$ cat src/rtl/skl_scan_pkg.sv
package skl_scan_pkg;

   localparam int OP_ADD = 0;
   localparam int OP_XOR = 1;
   localparam int OP_AND = 2;
   localparam int OP_OR  = 3;
   localparam int OP_MAX = 4;
   localparam int OP_LAST = OP_MAX;

   localparam int MAX_WORD = 64;

   // Identity element of each operator, widened to the largest word.
   function automatic logic [MAX_WORD-1:0] op_identity(input int op);
      if (op == OP_AND) return {MAX_WORD{1'b1}};
      return '0;
   endfunction

   function automatic bit is_pow2(input int v);
      return (v > 0) && ((v & (v - 1)) == 0);
   endfunction

endpackage

$ cat src/rtl/skl_op_node.sv
module skl_op_node
   import skl_scan_pkg::*;
#(
   parameter int W  = 8,
   parameter int OP = OP_ADD
) (
   input  logic [W-1:0] lo,
   input  logic [W-1:0] hi,
   output logic [W-1:0] y
);

   generate
      if (OP == OP_ADD) begin : g_add
         assign y = lo + hi;
      end else if (OP == OP_XOR) begin : g_xor
         assign y = lo ^ hi;
      end else if (OP == OP_AND) begin : g_and
         assign y = lo & hi;
      end else if (OP == OP_OR) begin : g_or
         assign y = lo | hi;
      end else begin : g_max
         assign y = (lo > hi) ? lo : hi;
      end
   endgenerate

endmodule

$ cat src/rtl/skl_level.sv
// One recursion level: blocks of 2^LVL lanes; the top lane of each lower
// half fans out into every lane of the matching upper half.
module skl_level
   import skl_scan_pkg::*;
#(
   parameter int N   = 8,
   parameter int W   = 8,
   parameter int OP  = OP_ADD,
   parameter int LVL = 1
) (
   input  logic [N*W-1:0] d,
   output logic [N*W-1:0] q
);

   localparam int BLK  = 1 << LVL;
   localparam int HALF = BLK >> 1;

   generate
      for (genvar i = 0; i < N; i++) begin : g_lane
         localparam int POS = i % BLK;
         if (POS >= HALF) begin : g_fan
            localparam int SRC = i - POS + HALF - 1;
            skl_op_node #(.W(W), .OP(OP)) u_node (
               .lo (d[SRC*W +: W]),
               .hi (d[i*W +: W]),
               .y  (q[i*W +: W])
            );
         end else begin : g_pass
            assign q[i*W +: W] = d[i*W +: W];
         end
      end
   endgenerate

endmodule

$ cat src/rtl/skl_excl_shift.sv
module skl_excl_shift
   import skl_scan_pkg::*;
#(
   parameter int N  = 8,
   parameter int W  = 8,
   parameter int OP = OP_ADD
) (
   input  logic [N*W-1:0] incl,
   output logic [N*W-1:0] excl
);

   localparam logic [MAX_WORD-1:0] IDENT_WIDE = op_identity(OP);
   localparam logic [W-1:0]        IDENT      = IDENT_WIDE[W-1:0];

   assign excl[W-1:0] = IDENT;

   generate
      for (genvar k = 1; k < N; k++) begin : g_shift
         assign excl[k*W +: W] = incl[(k-1)*W +: W];
      end
   endgenerate

endmodule

$ cat src/rtl/skl_scan_top.sv
module skl_scan_top
   import skl_scan_pkg::*;
#(
   parameter int N       = 8,
   parameter int W       = 8,
   parameter int OP      = OP_ADD,
   parameter bit EXCL_EN = 1'b1
) (
   input  logic           clk,
   input  logic           rst_n,
   input  logic           in_valid,
   input  logic [N*W-1:0] in_lanes,
   output logic           out_valid,
   output logic [N*W-1:0] incl_lanes,
   output logic [N*W-1:0] excl_lanes,
   output logic [W-1:0]   total
);

   localparam int LG = $clog2(N);

   // Elaboration-time parameter checks
   generate
      if (!is_pow2(N) || N < 2 || N > 32) begin : g_bad_n
         $error("skl_scan_top: N must be a power of two in 2..32");
      end
      if (W < 1 || W > MAX_WORD) begin : g_bad_w
         $error("skl_scan_top: W out of range");
      end
      if (OP < 0 || OP > OP_LAST) begin : g_bad_op
         $error("skl_scan_top: unknown operator code");
      end
   endgenerate

   logic [N*W-1:0] stg [0:LG];
   assign stg[0] = in_lanes;

   generate
      for (genvar l = 1; l <= LG; l++) begin : g_lvl
         skl_level #(.N(N), .W(W), .OP(OP), .LVL(l)) u_lvl (
            .d (stg[l-1]),
            .q (stg[l])
         );
      end
   endgenerate

   logic           vld_q;
   logic [N*W-1:0] incl_q;
   logic [W-1:0]   total_q;

   always_ff @(posedge clk) begin
      if (!rst_n) begin
         vld_q   <= 1'b0;
         incl_q  <= '0;
         total_q <= '0;
      end else begin
         vld_q <= in_valid;
         if (in_valid) begin
            incl_q  <= stg[LG];
            total_q <= stg[LG][N*W-1 -: W];
         end
      end
   end

   assign out_valid  = vld_q;
   assign incl_lanes = incl_q;
   assign total      = total_q;

   generate
      if (EXCL_EN) begin : g_excl
         logic [N*W-1:0] excl_d;
         logic [N*W-1:0] excl_q;

         skl_excl_shift #(.N(N), .W(W), .OP(OP)) u_shift (
            .incl (stg[LG]),
            .excl (excl_d)
         );

         always_ff @(posedge clk) begin
            if (!rst_n)        excl_q <= '0;
            else if (in_valid) excl_q <= excl_d;
         end

         assign excl_lanes = excl_q;

         for (genvar k = 1; k < N; k++) begin : g_chk
            // exclusive register lines up with the inclusive register
            a_r4_excl_shift : assert property (@(posedge clk) disable iff (!rst_n)
               out_valid |-> excl_q[k*W +: W] == incl_q[(k-1)*W +: W]);
         end

         a_r6_excl_hold : assert property (@(posedge clk) disable iff (!rst_n)
            !in_valid |=> $stable(excl_q));
      end else begin : g_noexcl
         assign excl_lanes = '0;
      end
   endgenerate

   a_r1_valid_rise : assert property (@(posedge clk) disable iff (!rst_n)
      in_valid |=> out_valid);

   a_r1_valid_fall : assert property (@(posedge clk) disable iff (!rst_n)
      !in_valid |=> !out_valid);

   a_r6_hold : assert property (@(posedge clk) disable iff (!rst_n)
      !in_valid |=> ($stable(incl_q) && $stable(total_q)));

   a_r9_lane0 : assert property (@(posedge clk) disable iff (!rst_n)
      in_valid |=> incl_q[W-1:0] == $past(in_lanes[W-1:0]));

   a_r3_total_top : assert property (@(posedge clk) disable iff (!rst_n)
      out_valid |-> total_q == incl_q[N*W-1 -: W]);

endmodule

$ cat config.mk
export PLATFORM = sky130hd
export DESIGN_NAME = skl_scan_top
export DESIGN_NICKNAME = d
export VERILOG_FILES = /design/src/rtl/skl_scan_pkg.sv /design/src/rtl/skl_op_node.sv /design/src/rtl/skl_level.sv /design/src/rtl/skl_excl_shift.sv /design/src/rtl/skl_scan_top.sv
export SDC_FILE = /design/constraint.sdc
export NUM_CORES = 1
export LEC_CHECK = 0
export BUFFER_PORTS_ARGS = -buffer_cell sky130_fd_sc_hd__clkbuf_2
export CAP_MARGIN = 40
export CORE_UTILIZATION = 46
export CTS_CLUSTER_SIZE = 16
export DETAILED_ROUTE_END_ITERATION = 7
export PLACE_DENSITY = 0.78
export SKIP_LAST_GASP = 1
export SYNTH_ARGS = -nofsm -noshare
export SYNTH_HDL_FRONTEND = slang
export SYNTH_SLANG_ARGS = --single-unit
$ cat constraint.sdc
create_clock -name clk -period 5.66 [get_ports clk]
set_clock_uncertainty 0.15 [all_clocks]
set_input_delay 1.132 -clock clk [delete_from_list [all_inputs] [get_ports clk]]
set_output_delay 1.132 -clock clk [all_outputs]
set_load 0.01 [all_outputs]
==> results.yml <==
timing:
  layout_min_cycle_time_ns: 5.355
  relSlewSlack: 0.5340
  slew_violations: 0
  rsz0062_at_grt: "no"
  final_hold_viol_count: 0
  clock.fmax_mhz: 186.8
  hold-worst-slack_ns: 0.3391
  worst_pin_slew_ns: 0.6989
  post-route-period-util: 0.9460
  setup_violations: 0
  setup_tns_ns: 0
synthesis:
  synth_area_um2: 5772
  synth_area_leaders: "dfxtp_1 23%, fa_1 12%, ha_1 12%, buf_4 9.4%, mux2i_1 8.7%"
  postSynth.asyncResetShare: 0
  ys_types: 34
  synth_seq_cells: 65
  syn_area_per_cell_um2: 9.370
  synth_ff_type: "dfxtp_1"
  yosys.area.top_type: "dfxtp_1"
  ys_seq_area_frac: 0.2254
  synth_edf_count: 0
  synthCells: 616
  synth_top_area_share: 0.2254
  ys_warn_count: 0
critical_path:
  start_kind: "input pin"
  critical_path_class: "in -> reg"
  critical-path-slowest-cell: "fa_1"
  crit_required_ns: 5.74
  path_buf_inv: 5
  slowest_delay_ns: 0.54
  cp_max_fo: 4
  crit_path_end_kind: "flip-flop"
  cp.arrival_ns: 5.43
  cpMostUsedCell: "inv_1"
  critPathTopFamily: "adder cells"
  worstPathCellList: "clkbuf_2 > ha_1 > inv_1 > fa_1 > inv_1 > a21o_1 > a21oi_1 > xnor2_1 > fa_1 > ha_1 > o21ai_1 > nor2_1 > a21oi_1 > inv_1 > fa_1 > inv_1 > ha_1 > o21ai_1 > nand2b_1 > a21oi_1 > xnor2_1 > xnor2_1 > o21ai_1"
route:
  routed_via_density: 4.608
  first_iter_violations: 168
  firstDrtPassIters: 4
  drtAntennaViolNets: 0
  wl_per_cell_um: 13.04
  routed_wl_um: 12290
  via_count: 4341
  drc: 0
clock_tree:
  ctsHtreeMaxLevel: 3
  root_buffer: "clkbuf_16"
  insertion_delay_ns: 0.34
  cts_sinks: 65
  numCtsBuffers: 9
  clk_path_buf_depth: 2
  cts_hold_buf: 0
  cts_tree: "done"
  clk_pin_slew_worst_paths_ns: 0.05
power_and_ir_drop:
  p_total_mw: 3.769
  leakagePower_nw: 3.842
  p_per_area_nw_per_um2: 541.7
  peakVddDrop_mv: 0.2662
floorplanning:
  die_h_um: 114.0
  initial_core_util: 0.4765
  pin_count: 204
  fp.coreArea_um2: 12110
  dieWidth_um: 114.0
  die_area_um2: 13000
  num_rows: 40
finish:
  drive_above_1_share: 0.3204
  antenna_cells: 0
  nets: 926
  fin_util: 0.5745
  design_area_um2: 6958
  area_growth_pct: 20.55
status:
  status: "finished clean"
placement:
  io_buffers: 195
  gp_congestion: 0.7814
  placed_area_um2: 6604
  dp_hpwl_um: 9731
global_routing:
  grt_overflow: 0
  antenna_found_initial: 0
  grt_pass1_vias: 4201
  grt_use_total: 0.1969
  grt_pass1_wl_um: 19870
  grt_max_degree: 65
min_path:
  hold_path.class: "reg -> reg"
flow_run:
  maxCapViolations: 0
[repair_timing]
| action | 4_1_cts | 5_1_grt |
|---|---|---|
| resized for setup | 0 | 7 |
| setup endpoints to repair | 0 | 2 |
| setup buffers | 0 | 1 |
[worst register-to-register path, stage by stage, from the launching register on]
cell and delay [ns]:
dfxtp_1 0.34, nor2b_1 0.14, a31oi_1 0.16, nor2b_1 0.06
[cells in the mapped netlist (all sizes together) (3+ instances only)]
library cell and count:
a211oi 3, a21o 24, a21oi 25, buf 77, clkbuf 11, dfxtp 65
fa 35, ha 54, inv 81, mux2i 50, nand2 14, nand2b 5
nor2 9, nor2b 59, o211a 8, o21ai 18, o21bai 6, xnor2 46
xor2 14
[power breakdown]
part | switching [mW] | internal (mW)
combinational | 1.22 | 1.27
sequential | 0.0837 | 0.569
clock | 0.203 | 0.419
total | 1.51 | 2.26
[registers in the layout (all words and copies together) (netlist names)]
register and flops:
out_valid 1, incl_lanes 64
[final timing paths]
check | from | slack [ns] | to | depth (start not counted)
setup / recovery | in_lanes[0] | 0.31 | incl_lanes[63] | 23
hold / removal | incl_lanes[63] | 0.34 | incl_lanes[63] | 2
setup reg to reg | incl_lanes[61] | 4.70 | incl_lanes[61] | 3
hold reg to reg | incl_lanes[63] | 0.34 | incl_lanes[63] | 2
[cells by family (layout without fill, tap and decap cells)]
family                   after synthesis  in the layout  share of synthesized area
other                                  1              8                  0.0006497
XOR/XNOR                              60             60                    0.09560
buffers and inverters                169            320                     0.1567
AND/OR/NAND/NOR                       90             90                    0.08801
multiplexers                          50             50                    0.08671
flip-flops                            65             65                     0.2255
adder cells (fa/ha/maj)               89             89                     0.2385
AO/OA/AOI/OAI                         92             92                     0.1084
[area by class of cell]
| type | count | area, um2 |
|---|---|---|
| Fill cell | 1146 | 5154 |
| Multi-Input combinational cell | 389 | 3616 |
| Sequential cell | 65 | 1301 |
| Timing Repair Buffer | 224 | 1196 |
| Inverter | 81 | 304.0 |
| Clock buffer | 13 | 270.3 |
| Tap cell | 168 | 210.2 |
| Clock inverter | 2 | 60.06 |
[placed cells by master (no fill, tap or decap), types with 2 or more instances in the layout]
cell	n
o21bai_1	6
o21a_1	2
clkbuf_2	194
o211a_1	8
nor2_1	9
a211oi_1	2
nand2b_1	5
clkbuf_8	3
nor2b_1	58
conb_1	8
a21o_1	24
mux2i_1	50
inv_1	81
xor2_1	14
bufinv_16	2
clkbuf_16	9
o21ai_1	7
fa_1	34
xnor2_1	42
o21ai_0	11
xnor2_2	3
a211o_1	2
dfxtp_1	65
ha_1	54
buf_4	30
nand2_1	14
a21oi_1	24
[metrics by stage]
| step | cells | setup slack (ns) |
|---|---|---|
| final | 942 | 0.3055 |
| after global routing | 942 | 0.001383 |
| after global placement | 926 | -0.05585 |
| after CTS | 941 | 0.1291 |
| after floorplan | 623 | 0.08652 |
| after detailed placement | 926 | -0.2052 |
[metal layers]
metal | part of all wire | wire length (um) | up-vias | track usage
met2 | 0.50 | 6096 | 111 | 0.3434
met1 | 0.44 | 5389 | 1987 | 0.2344
met3 | 0.042 | 516 | 23 | 0.03826
met4 | 0.023 | 283 | 0 | 0.08745
met5 | 0 | 0 | - | 0
li1 | - | - | 2220 | -
No activity file was read; power rests on OpenSTA's default activity.
